--- src/rtl/i2c_sat_pkg.sv ---
package i2c_sat_pkg;
  localparam int IRQ_W    = 4;
  localparam int IRQ_ARB  = 0;
  localparam int IRQ_AAS  = 1;
  localparam int IRQ_NAAS = 2;
  localparam int IRQ_BNB  = 3;

  typedef enum logic [2:0] {
    PH_IDLE,
    PH_ADDR,
    PH_ACK_LO,
    PH_ACK_HI,
    PH_HOLD
  } phase_e;
endpackage

--- src/rtl/i2c_sat_shift.sv ---
module i2c_sat_shift
  import i2c_sat_pkg::*;
#(
  parameter int BYTE_W = 8
) (
  input  logic              clk,
  input  logic              rst_n,
  input  logic              start_pulse,
  input  logic              stop_pulse,
  input  logic              scl,
  input  logic              sda,
  output logic              byte_done,
  output logic [BYTE_W-1:0] byte_val,
  output logic              ack_end
);
  localparam int CNT_W = $clog2(BYTE_W);

  phase_e              phase_q, phase_d;
  logic [CNT_W-1:0]    cnt_q, cnt_d;
  logic [BYTE_W-2:0]   sh_q, sh_d;
  logic                scl_q;
  logic                scl_rise, scl_fall;
  logic                sh_en, cnt_en, ph_en;

  assign scl_rise = scl & ~scl_q;
  assign scl_fall = ~scl & scl_q;
  assign byte_val = {sh_q, sda};

  always_comb begin
    phase_d   = phase_q;
    cnt_d     = cnt_q;
    sh_d      = sh_q;
    sh_en     = 1'b0;
    byte_done = 1'b0;
    ack_end   = 1'b0;
    if (start_pulse) begin
      phase_d = PH_ADDR;
      cnt_d   = '0;
    end else if (stop_pulse) begin
      phase_d = PH_IDLE;
      cnt_d   = '0;
    end else begin
      unique case (phase_q)
        PH_ADDR: begin
          if (scl_rise) begin
            sh_en = 1'b1;
            sh_d  = {sh_q[BYTE_W-3:0], sda};
            if (cnt_q == CNT_W'(BYTE_W-1)) begin
              byte_done = 1'b1;
              phase_d   = PH_ACK_LO;
              cnt_d     = '0;
            end else begin
              cnt_d = cnt_q + 1'b1;
            end
          end
        end
        PH_ACK_LO: if (scl_rise) phase_d = PH_ACK_HI;
        PH_ACK_HI: begin
          if (scl_fall) begin
            ack_end = 1'b1;
            phase_d = PH_HOLD;
          end
        end
        default: phase_d = phase_q;
      endcase
    end
  end

  assign ph_en  = (phase_d != phase_q);
  assign cnt_en = (cnt_d != cnt_q);

  always_ff @(posedge clk or negedge rst_n) begin
    if (!rst_n) begin
      phase_q <= PH_IDLE;
      cnt_q   <= '0;
      sh_q    <= '0;
      scl_q   <= 1'b1;
    end else begin
      scl_q <= scl;
      if (ph_en)  phase_q <= phase_d;
      if (cnt_en) cnt_q   <= cnt_d;
      if (sh_en)  sh_q    <= sh_d;
    end
  end
endmodule

--- src/rtl/i2c_sat_match.sv ---
module i2c_sat_match #(
  parameter int ADDR_W = 7
) (
  input  logic              clk,
  input  logic              rst_n,
  input  logic              start_pulse,
  input  logic              stop_pulse,
  input  logic              byte_done,
  input  logic [ADDR_W:0]   byte_val,
  input  logic [ADDR_W-1:0] own_addr,
  input  logic              gc_enable,
  input  logic              ack_end,
  output logic              addressed,
  output logic              slave_rw,
  output logic              gen_call,
  output logic              ack_req,
  output logic              aas_set_ev,
  output logic              aas_clr_ev
);
  logic [ADDR_W-1:0] addr_f;
  logic              own_hit, gc_hit, hit;
  logic              aas_d, rw_d, gc_d, ack_d;
  logic              upd_en;

  assign addr_f  = byte_val[ADDR_W:1];
  assign own_hit = (addr_f == own_addr) && (addr_f != '0);
  assign gc_hit  = (byte_val == '0) && gc_enable;
  assign hit     = byte_done && (own_hit || gc_hit);

  always_comb begin
    aas_d = addressed;
    rw_d  = slave_rw;
    gc_d  = gen_call;
    ack_d = ack_req;
    if (start_pulse || stop_pulse) begin
      aas_d = 1'b0;
      rw_d  = 1'b0;
      gc_d  = 1'b0;
      ack_d = 1'b0;
    end else if (hit) begin
      aas_d = 1'b1;
      rw_d  = byte_val[0];
      gc_d  = gc_hit;
      ack_d = 1'b1;
    end else if (ack_end) begin
      ack_d = 1'b0;
    end
  end

  assign upd_en     = start_pulse | stop_pulse | hit | ack_end;
  assign aas_set_ev = aas_d & ~addressed;
  assign aas_clr_ev = addressed & ~aas_d;

  always_ff @(posedge clk or negedge rst_n) begin
    if (!rst_n) begin
      addressed <= 1'b0;
      slave_rw  <= 1'b0;
      gen_call  <= 1'b0;
      ack_req   <= 1'b0;
    end else if (upd_en) begin
      addressed <= aas_d;
      slave_rw  <= rw_d;
      gen_call  <= gc_d;
      ack_req   <= ack_d;
    end
  end
endmodule

--- src/rtl/i2c_sat_irq.sv ---
module i2c_sat_irq
  import i2c_sat_pkg::*;
#(
  parameter int NBITS = IRQ_W
) (
  input  logic             clk,
  input  logic             rst_n,
  input  logic [NBITS-1:0] evt,
  input  logic             bus_busy,
  input  logic             clr_wr,
  input  logic [NBITS-1:0] clr_mask,
  output logic [NBITS-1:0] irq_status
);
  logic             bb_q;
  logic [NBITS-1:0] set_vec;

  always_comb begin
    set_vec          = evt;
    set_vec[IRQ_BNB] = evt[IRQ_BNB] | (bb_q & ~bus_busy);
  end

  always_ff @(posedge clk or negedge rst_n) begin
    if (!rst_n) bb_q <= 1'b0;
    else        bb_q <= bus_busy;
  end

  for (genvar i = 0; i < NBITS; i++) begin : g_bit
    logic clr_i, en_i, nxt_i;
    assign clr_i = clr_wr & clr_mask[i];
    assign en_i  = clr_i | set_vec[i];
    assign nxt_i = set_vec[i] | (irq_status[i] & ~clr_i);
    always_ff @(posedge clk or negedge rst_n) begin
      if (!rst_n)    irq_status[i] <= 1'b0;
      else if (en_i) irq_status[i] <= nxt_i;
    end
  end
endmodule

--- src/rtl/i2c_slave_addr_tracker.sv ---
module i2c_slave_addr_tracker
  import i2c_sat_pkg::*;
#(
  parameter int ADDR_W = 7
) (
  input  logic              clk,
  input  logic              rst_n,
  input  logic              start_pulse,
  input  logic              stop_pulse,
  input  logic              bus_busy,
  input  logic              arb_lost,
  input  logic              scl,
  input  logic              sda,
  input  logic [ADDR_W-1:0] own_addr,
  input  logic              gc_enable,
  input  logic              clr_wr,
  input  logic [IRQ_W-1:0]  clr_mask,
  output logic              addressed,
  output logic              slave_rw,
  output logic              gen_call,
  output logic              ack_req,
  output logic [IRQ_W-1:0]  irq_status
);
  localparam int BYTE_W = ADDR_W + 1;

  logic              byte_done, ack_end;
  logic [BYTE_W-1:0] byte_val;
  logic              aas_set_ev, aas_clr_ev;
  logic [IRQ_W-1:0]  evt;

  i2c_sat_shift #(.BYTE_W(BYTE_W)) u_shift (
    .clk, .rst_n, .start_pulse, .stop_pulse, .scl, .sda,
    .byte_done, .byte_val, .ack_end
  );

  i2c_sat_match #(.ADDR_W(ADDR_W)) u_match (
    .clk, .rst_n, .start_pulse, .stop_pulse, .byte_done, .byte_val,
    .own_addr, .gc_enable, .ack_end,
    .addressed, .slave_rw, .gen_call, .ack_req, .aas_set_ev, .aas_clr_ev
  );

  always_comb begin
    evt           = '0;
    evt[IRQ_ARB]  = arb_lost;
    evt[IRQ_AAS]  = aas_set_ev;
    evt[IRQ_NAAS] = aas_clr_ev;
  end

  i2c_sat_irq #(.NBITS(IRQ_W)) u_irq (
    .clk, .rst_n, .evt, .bus_busy, .clr_wr, .clr_mask, .irq_status
  );
endmodule

--- config.mk ---
export PLATFORM = sky130hd
export DESIGN_NAME = i2c_slave_addr_tracker
export DESIGN_NICKNAME = d
export VERILOG_FILES = /design/src/rtl/i2c_sat_pkg.sv /design/src/rtl/i2c_sat_shift.sv /design/src/rtl/i2c_sat_match.sv /design/src/rtl/i2c_sat_irq.sv /design/src/rtl/i2c_slave_addr_tracker.sv
export SDC_FILE = /design/constraint.sdc
export NUM_CORES = 1
export LEC_CHECK = 0
export ABC_AREA = 1
export ABC_CLOCK_PERIOD_IN_PS = 1600
export BUFFER_PORTS_ARGS = -buffer_cell sky130_fd_sc_hd__buf_2
export CAP_MARGIN = 40
export CORE_AREA = 4 4 57 59
export DETAILED_ROUTE_END_ITERATION = 10
export DIE_AREA = 0 0 61 63
export PLACE_DENSITY_LB_ADDON = 0.12
export SYNTH_ARGS = -nofsm -noshare
export SYNTH_HDL_FRONTEND = slang
export SYNTH_SLANG_ARGS = --single-unit
--- constraint.sdc ---
create_clock -name clk -period 1.6 [get_ports clk]
set_clock_uncertainty 0.2 [all_clocks]
set_input_delay 0.08 -clock clk [delete_from_list [all_inputs] [get_ports clk]]
set_output_delay 0.08 -clock clk [all_outputs]
set_load 0.005 [all_outputs]
; Yosys cells after proc, flatten, opt, wreduce, memory -nomap -nowiden
; Cells that the tools add are included.
[word_totals]
ff_bits = 23
in_bits = 21
word_cells = 102
[classes]
n_reduce_logical = 12
bitwise_logic = 35
add_sub_neg = 1
mux = 34
eq_ne = 7
[ops]
columns = operator, count
row1 = 3-bit 2-to-1 mux, 11
row2 = 1-bit 2-to-1 mux, 22
row3 = 1-bit bitwise AND, 13
row4 = 1-bit inverter, 11
row5 = 1-bit OR, 11
row6 = 3-bit one-hot mux with 3 select lines, 1
row7 = 8-bit zero test, 1
row8 = 7-bit equality test, 1
row9 = 7-bit nonzero test, 1
row10 = 3-bit by 2-bit equality test with 1-bit output (second input constant), 2
row11 = 3-bit inequality test, 2
row12 = 5-bit AND reduction, 1
row13 = 2-bit AND reduction, 2
row14 = 3-bit by 1-bit adder with 3-bit output (second input constant), 1
row15 = 3-bit by 1-bit equality test with 1-bit output (second input constant), 1
row16 = 3-bit equality test (second input constant), 1
row17 = 1-bit logical AND, 3
row18 = 3-bit nonzero test, 1
row19 = 1-bit logical OR, 2
row20 = 2-bit nonzero test, 1

; Longest topological paths before layout
; Gate-level depths: netlist of run 1.
[depth]
ltp_word = 12
ltp_mapped = 9
depth_no_buf = 9

; By module
; From an unflattened synthesis of run 1, not the netlist that was laid out.
[unflattened]
cells_unflattened = 168
hier_area_um2 = 1301.2
[modules_own_cells]
columns = module, seq_area_each_um2, area_each_um2, cells_each, instances
row1 = i2c_sat_shift, 351.6, 725.7, 89, 1
row2 = i2c_sat_match, 100.1, 372.9, 55, 1
row3 = i2c_sat_irq, 125.1, 198.9, 23, 1
row4 = i2c_slave_addr_tracker, 0.0, 3.8, 1, 1

; Worst setup path before layout of run 1
; Ideal clock, no wire load.
[synth_path]
path_kind = register to register
startpoint = register u_shift.cnt_q[0]
endpoint = register u_match.addressed
t_required_ns = 1.287
path_stages_with_launch = 9
t_arrival_ns = 1.187
setup_ns = 0.113
setup_slack_ns = 0.100
path_buffers = 0
cell_sequence = dfrtp_1 ha_1 ha_1 inv_1 nor2_8 nand3_4 nand3_2 nand2_1 inv_1
[synth_between]
elab_chain_len = 9
word_cells_on_any_way = 11
classes_between = eq/ne (1) / mux (7) / bitwise (2) / reduce/logical (1)
[synth_lines]
columns = item, line
row1 = from (decl), i2c_sat_shift.sv:19  ; logic [CNT_W-1:0] cnt_q, cnt_d;
row2 = from (signal assigned), i2c_sat_shift.sv:81  ; if (cnt_en) cnt_q <= cnt_d;
row3 = 3-bit equality test *, i2c_sat_shift.sv:48  ; if (cnt_q == CNT_W'(BYTE_W-1)) begin
row4 = 1-bit 2-to-1 mux *, i2c_sat_shift.sv:48
row5 = 1-bit 2-to-1 mux *, i2c_sat_shift.sv:45  ; if (scl_rise) begin
row6 = 1-bit 2-to-1 mux *, i2c_sat_shift.sv:43  ; unique case (phase_q)
row7 = 1-bit 2-to-1 mux *, i2c_sat_shift.sv:39  ; end else if (stop_pulse) begin
row8 = 1-bit 2-to-1 mux *, i2c_sat_shift.sv:36  ; if (start_pulse) begin
row9 = 1-bit logical AND *, i2c_sat_match.sv:28  ; assign hit = byte_done && (own_hit || gc_hit);
row10 = 1-bit 2-to-1 mux or 1-bit OR (tied branches), "i2c_sat_match.sv:40, i2c_sat_match.sv:50"
row11 = 1-bit 2-to-1 mux or 1-bit OR (tied branches), "i2c_sat_match.sv:35, i2c_sat_match.sv:50"
row12 = to (signal assigned), i2c_sat_match.sv:61  ; addressed <= aas_d;
row13 = to (decl), i2c_sat_match.sv:13  ; output logic addressed,
; Every way passes the cells marked *; elsewhere a longest branch is shown, timed or not.
; A chain may end at the register's enable or synchronous reset.

; Worst setup path after layout of run 1
; Ends and elaborated chain as after synthesis.

==> flow_summary.toml, run 1 <==
[sta]
rsz0062_at_grt = "false"
tightest_slew_ns = 0.507
fin_crit_ns = 1.49
setup_viol = 0
maxSlewHeadroom = 0.662
fin_setup_tns_ns = 0
whs_ns = 0.0226
drv_slew = 0
final-hold-violation-count = 0
fmax_mhz = 671
period_share = 0.931

[setup_path]
path_class = "reg -> reg"
slowest_delay_ns = 0.42
worstPathArrival_ns = 1.52
worstPathMaxFanout = 5
critPathTopFamily = "flip-flops"
path_buf_inv = 2
crit_path_cell_trace = "ha_1, ha_2, inv_2, nor2_8, nand2_4, nand3_2, nand2_1, inv_1"
worstSetupStartpointType = "flop"
critPathSlowestCell = "dfrtp_1"
cp.required_ns = 1.63
worst_setup_path_end_kind = "flop"

[place]
gp_congestion = 0.746
dp.cells = 200
numPortBuffers = 28
dp_hpwl_um = 1760

[clocking]
htreeDepth = 1
cts_made_buffers = 3
clk_pin_slew_ns = 0.14
cts_root_buf = "clkbuf_4"
cts_setup_buffers = 0
cts_tree = "done"
numClockSinks = 23
clock_latency_ns = 0.32
clk_path_buf_depth = 2

[final_layout]
fin_cells = 219
layout.nets = 212
antennaDiodeCount = 0
final_layout_size_suffix_gt1_frac = 0.298
final_common_cell = "nand2_1"
final_util = 0.589
syn2layout_area_growth_pct = 29.3
final_cell_mix = "nand2_1 (36), buf_2 (28), dfrtp_1 (22), inv_1 (19), dlygate4sd3_1 (15)"

[logic_synthesis]
syn_inst = 141
synth.distinct_cells = 28
ys_ff_latch = 23
ys_seq_area_frac = 0.467
yosys_warnings = 0
syn_nets = 164
mappedNetlistArea_um2 = 1230
avgSynthCellArea_um2 = 8.76

[floorplanning]
num_rows = 19
die_y_um = 63
ios = 29
die_w_um = 61
die_area_um2 = 3840
coreArea_um2 = 2710
start_util = 0.456

[outcome]
status = "complete, no violations"

[detailed_routing]
wirelength_um = 2480
dr_total_vias = 1025
wire_per_inst_um = 11.3
route.detailed.drc = 0
ant_nets = 0
drt_iter0_drc = 43
dr.pass1.iters = 4
via_per_inst = 4.68

[power_and_ir_drop]
total_power_uw = 1270
vdd_ir_drop_max_v = 0.000500
power_leakage_uw = 0.000880
pwr_density_cell_nw_per_um2 = 794

[run]
drv_cap = 0

[grt]
grt_pass1_vias = 1016
grt_usage = 0.149
grt_overflow_total = 0
grt_max_degree = 24
antenna_found_initial = 0
grt_pass1_wl_um = 4370

[worst_hold_path]
worstHoldPathType = "in -> reg"
-- layer usage --
layer / vias up / global-route usage / wire, um
met5: - / 0 / 0
met3: 0 / 0.0269 / 136
met4: 0 / 0.0569 / 0
met2: 25 / 0.241 / 1190
met1: 459 / 0.194 / 1150
li1: 541 / - / -
-- where the power goes --
part	switching, uW	total, uW	internal [uW]
clock network	185	279	93.3
logic	170	306	136
registers	48.5	682	634
total	404	1270	863
-- tightest hold or removal path: stages --
cell	delay (ns)
buf_2	0.08
xnor2_1	0.06
nand2_1	0.08
nor2_2	0.06
nand3_4	0.09
nand3_1	0.06
-- worst paths after layout --
kind                                     startpoint                   to  slack, ns  cells past startpoint
worst max-delay path               u_shift.cnt_q[0]    u_match.addressed       0.11                      8
worst min-delay path                    own_addr[0]      u_match.ack_req       0.02                      6
worst max register to register     u_shift.cnt_q[0]    u_match.addressed       0.11                      8
worst min register to register  u_irq.irq_status[1]  u_irq.irq_status[1]       0.30                      2
max in group asynchronous                     rst_n        u_shift.scl_q       0.79                      2
min in group asynchronous                     rst_n      u_shift.sh_q[1]       0.06                      2
-- stage by stage --
stage / setup WS, ns / area, um2
after floorplan: 0.0998 / 1230
after global placement: 0.0583 / 1420
after detailed placement: 0.0197 / 1420
after CTS: 0.0140 / 1590
after global routing: 0.0176 / 1600
final: 0.110 / 1600
-- layout make-up --
type / instances / area, um2
multi-input cells: 93 / 562
clock buffers: 3 / 22.5
flip-flops and latches: 23 / 577
clock inverters: 1 / 5.00
repair buffers: 45 / 305
fillers: 250 / 1110
well taps: 31 / 38.8
inverters: 23 / 86.3
-- flip-flops by register name (all words and copies together), names as in the netlist --
signal,count
u_match.addressed,1
u_match.ack_req,1
u_shift.phase_q,3
u_match.gen_call,1
u_irq.bb_q,1
u_shift.sh_q,7
u_irq.irq_status,4
u_shift.scl_q,1
u_shift.cnt_q,3
u_match.slave_rw,1
-- timing repair --
| action | in CTS | in global routing |
|---|---|---|
| gates resized for setup | 0 | 2 |
| endpoints found under the setup margin | 0 | 4 |
| endpoints found under the hold margin | 35 | 0 |
| hold buffers | 15 | 0 |
-- cell families (layout without fill, tap and decap cells) --
logic type / count (synthesis) / after routing / synth area share
and+or+nand+nor: 68 / 68 / 0.311
buffers and inverters: 25 / 72 / 0.0800
DFF: 23 / 23 / 0.467
AOI/OAI and AO/OA: 19 / 19 / 0.0932
xor gates and xnor gates: 4 / 4 / 0.0284
adders and majority gates: 2 / 2 / 0.0203
-- synthesized netlist by cell type, drive strengths merged --
library cell  number  area share
nor2              15       0.085
ha                 2       0.020
o211a              1      0.0081
nand2             39        0.13
inv               23       0.070
nor3               1       0.013
nand4              3       0.015
a21oi              2      0.0081
buf                2       0.010
o21a               1      0.0061
o211ai             1      0.0061
o21ai             11       0.045
dfrtp             22        0.45
dfstp              1       0.021
a21o               1      0.0061
xnor2              4       0.028
nand3             10       0.069
a31o               2       0.014
Power figures use the tool's default switching activity.
==> run 2: changes to the inputs <==
ABC_CLOCK_PERIOD_IN_PS = 1300   (was 1600)
clock period = 1.3 ns   (was 1.6 ns; I/O delays follow)
==> flow_summary.toml, run 2 (synthesized netlist as in run 1, its figures left out) <==
[outcome]
status = "finished with violations"
violations = "hold timing, setup timing"

[sta]
setup_viol = 18
rsz0062_at_grt = "true"
fin_setup_tns_ns = -2.19
maxSlewHeadroom = 0.657
final-hold-violation-count = 1
fmax_mhz = 676
whs_ns = -0.00878
tightest_slew_ns = 0.514
drv_slew = 0
fin_crit_ns = 1.48
period_share = 1.14
setup_slack_ns = -0.180

[floorplanning]
die_area_um2 = 3840
coreArea_um2 = 2710
num_rows = 19
die_y_um = 63
ios = 29
die_w_um = 61
start_util = 0.456

[detailed_routing]
wirelength_um = 2670
dr.pass1.iters = 4
dr_total_vias = 1108
ant_nets = 0
wire_per_inst_um = 11.5
drt_iter0_drc = 26
via_per_inst = 4.78
route.detailed.drc = 0

[clocking]
cts_root_buf = "clkbuf_4"
htreeDepth = 1
cts_tree = "done"
clk_path_buf_depth = 2
numClockSinks = 23
clock_latency_ns = 0.31
clk_pin_slew_ns = 0.13
cts_made_buffers = 3

[final_layout]
largest_register_ff_count = 7
antennaDiodeCount = 0
syn2layout_area_growth_pct = 42.9
final_common_cell = "nand2_1"
final_layout_size_suffix_gt1_frac = 0.428
top_register = "u_shift.sh_q"
layout.nets = 225
finalInstanceArea_um2 = 1760
fillerInstances = 238
final_cell_mix = "nand2_1 (33), buf_2 (28), dfrtp_1 (22)"
top_regs = "u_shift.sh_q (7), u_irq.irq_status (4)"

[grt]
grt_pass1_wl_um = 4530
antenna_found_initial = 0
grt_overflow_total = 0
grt_pass1_vias = 1088
grt_usage = 0.151
grt_max_degree = 24

[place]
gp_congestion = 0.842
dp_hpwl_um = 1850
placed_cell_area_um2 = 1500
numPortBuffers = 28

[setup_path]
cp-startpoint = "u_shift.scl_q"
worstPathMaxFanout = 5
path_class = "reg -> reg"
worstSetupStartpointType = "flop"
worst_setup_path_end_kind = "flop"
worstPathArrival_ns = 1.50
cp.required_ns = 1.32
r2r_start = "u_shift.scl_q"

[worst_hold_path]
worstHoldStart = "start_pulse"
worstHoldPathType = "in -> reg"

[run]
drv_cap = 0

[power_and_ir_drop]
pwr_density_cell_nw_per_um2 = 930
vdd_ir_drop_max_v = 0.000713
total_power_uw = 1640
power_leakage_uw = 0.000964
[run 2: changes by cell type in the layout (fill, tap and decap cells not counted), sizes merged]
cell,change
dlygate4sd3,-1
buf,+14
[run 2: layer usage]
metal | GRT usage | wire [um] | share of wire
met2 | 0.251 | 1360 | 0.51
met4 | 0.0461 | 36 | 0.013
met5 | 0 | 0 | 0
met1 | 0.193 | 1140 | 0.43
met3 | 0.0289 | 130 | 0.049
[run 2: worst paths after layout]
check,slack [ns],endpoint,cells after the start
worst max-delay path,-0.18,u_match.gen_call,7
worst min-delay path,-0.009,u_match.slave_rw,6
worst max register to register,-0.18,u_match.gen_call,7
worst min register to register,0.29,u_irq.irq_status[2],2
max in group asynchronous,0.50,u_shift.scl_q,2
min in group asynchronous,0.04,u_irq.irq_status[1],2
[run 2: through the flow]
step	setup WS (ns)	cells	util
2_1_floorplan	-0.0872	141	-
6_report	-0.180	232	0.651
4_1_cts	-0.174	225	0.615
3_3_place_gp	-0.112	208	0.552
5_1_grt	-0.274	232	0.651
3_5_place_dp	-0.184	208	0.552
[run 2: critical path, cell delays in order (launching register included)]
cell and delay, ns:
dfstp_2 0.41, buf_6 0.11, nor2_4 0.15, nand3_4 0.12, nor2_8 0.15, nand3_4 0.11
nand4_1 0.09, nand2_1 0.05
[run 2: area by class of cell]
type                    instances  area [um2]  share of cell area
well taps                      31        38.8              0.0220
repair buffers                 58         408               0.231
multi-input cells              93         624               0.354
clock inverters                 1        5.00             0.00284
clock buffers                   3        22.5              0.0128
inverters                      23        88.8              0.0504
flip-flops and latches         23         577               0.327
[run 2: repair_timing]
action / CTS / global route
endpoints found under the setup margin: 16 / 18
hold buffers: 11 / 3
endpoints found under the hold margin: 37 / 3
gates resized for setup: 7 / 12
pin swaps: 8 / 11
gates cloned: 0 / 0
buffers inserted: 2 / 4
[run 2: power by group]
| part | switching [uW] | internal, uW | leakage (uW) | total (uW) |
|---|---|---|---|---|
| registers | 66.1 | 780 | 0.000298 | 846 |
| logic | 240 | 228 | 0.000648 | 469 |
| clock network | 211 | 115 | 0.0000177 | 326 |
| total | 518 | 1120 | 0.000964 | 1640 |
==> run 3: changes to the inputs <==
PLACE_DENSITY = 0.71   (was default)
PLACE_DENSITY_LB_ADDON = default   (was 0.12)
==> flow_summary.toml, run 3 (synthesized netlist as in run 1, its figures left out) <==
[final_layout]
largest_register_ff_count = 7
syn2layout_area_growth_pct = 39.4
antennaDiodeCount = 0
top_regs = "u_shift.sh_q (7), u_irq.irq_status (4)"
final_common_cell = "nand2_1"
layout.nets = 223
top_register = "u_shift.sh_q"
final_util = 0.635
final_layout_size_suffix_gt1_frac = 0.402
final_cell_mix = "nand2_1 (34), buf_2 (28), dfrtp_1 (22), inv_1 (17)"

[setup_path]
worstSetupStartpointType = "flop"
worst_setup_path_end_kind = "flop"
worstPathMaxFanout = 5
rrSetupSlack_ns = -0.18
cp.required_ns = 1.32
reg2regPathDepth = 7
worstPathArrival_ns = 1.50
r2r_start = "u_shift.scl_q"
r2r-end = "u_match.slave_rw"
path_class = "reg -> reg"

[power_and_ir_drop]
power_leakage_uw = 0.000942
pwr_density_cell_nw_per_um2 = 940
vdd_ir_drop_max_v = 0.000591
total_power_uw = 1620

[clocking]
cts_root_buf = "clkbuf_4"
cts_tree = "done"
clock_latency_ns = 0.31
clk_path_buf_depth = 2
numClockSinks = 23
htreeDepth = 1
cts_made_buffers = 3
clk_pin_slew_ns = 0.13

[floorplanning]
coreArea_um2 = 2710
die_w_um = 61
ios = 29
num_rows = 19
start_util = 0.456
die_area_um2 = 3840
die_y_um = 63

[outcome]
status = "finished with violations"
violations = "hold timing, setup timing"

[detailed_routing]
wirelength_um = 2590
dr.pass1.iters = 4
dr_total_vias = 1074
drt_iter0_drc = 28
route.detailed.drc = 0
wire_per_inst_um = 11.2
ant_nets = 0
via_per_inst = 4.67

[grt]
grt_usage = 0.147
grt_max_degree = 24
antenna_found_initial = 0
grt_pass1_vias = 1049
grt_overflow_total = 0
grt_pass1_wl_um = 4330

[place]
dp_hpwl_um = 1900
dp_slack_ns = -0.166
gp_congestion = 0.902
numPortBuffers = 28

[worst_hold_path]
worstHoldPathType = "in -> reg"
worstHoldStart = "stop_pulse"
holdPathStages = 5
min_to = "u_match.addressed"

[sta]
fmax_mhz = 676
fin_setup_tns_ns = -1.57
setup_slack_ns = -0.180
fin_crit_ns = 1.48
whs_ns = -0.000718
maxSlewHeadroom = 0.649
final-hold-violation-count = 1
drv_slew = 0
setup_viol = 16
rsz0062_at_grt = "true"
tightest_slew_ns = 0.526
period_share = 1.14

[run]
drv_cap = 0
[run 3: cell type report]
type	count	area, um2
clock inverter	1	5.00
timing repair buffer	56	394
inverter	23	88.8
tap	31	38.8
sequential	23	577
fill	234	988
clock buffer	3	22.5
multi-input combinational	93	596
[run 3: timing repair]
item,CTS,global route
setup endpoints to repair,16,18
hold buffers,13,0
resized for setup,0,13
setup buffers,1,3
pin swaps,0,3
endpoints found under the hold margin,36,0
[run 3: routing by layer]
metal | vias to the layer above | global-route usage | share of wire
met5 | - | 0 | 0
li1 | 564 | - | -
met3 | 4 | 0.0310 | 0.047
met2 | 22 | 0.258 | 0.52
met1 | 484 | 0.169 | 0.42
met4 | 0 | 0.0569 | 0.012
[run 3: critical path: stages, from the launching register on]
cell and delay, ns:
dfstp_2 0.40, buf_6 0.11, nor2_4 0.15, nand3_4 0.13
nor2_8 0.15, nand3_4 0.11, nand4_1 0.09, nand2_1 0.05
[run 3: per-stage QoR]
step,area (um2),instances
6_report,1720,230
5_1_grt,1720,230
4_1_cts,1670,227
3_5_place_dp,1500,209
3_3_place_gp,1500,209
2_1_floorplan,1250,141
[run 3: where the power goes]
group	internal [uW]	total [uW]	switching [uW]	leakage (uW)
registers	780	844	63.8	0.000298
logic	210	437	226	0.000626
clock network	115	338	223	0.0000177
total	1110	1620	513	0.000942
[run 3: how the worst max path moves through the flow]
stage / cells past startpoint / from / to
floorplan: 8 / u_shift.phase_q[2] / u_match.gen_call
global placement: 7 / u_shift.cnt_q[1] / u_match.gen_call
detailed placement: 7 / u_shift.cnt_q[0] / u_match.gen_call
CTS: 7 / u_shift.cnt_q[1] / u_match.gen_call
global route: 6 / u_shift.cnt_q[0] / u_shift.phase_q[0]
finish: 7 / u_shift.scl_q / u_match.slave_rw
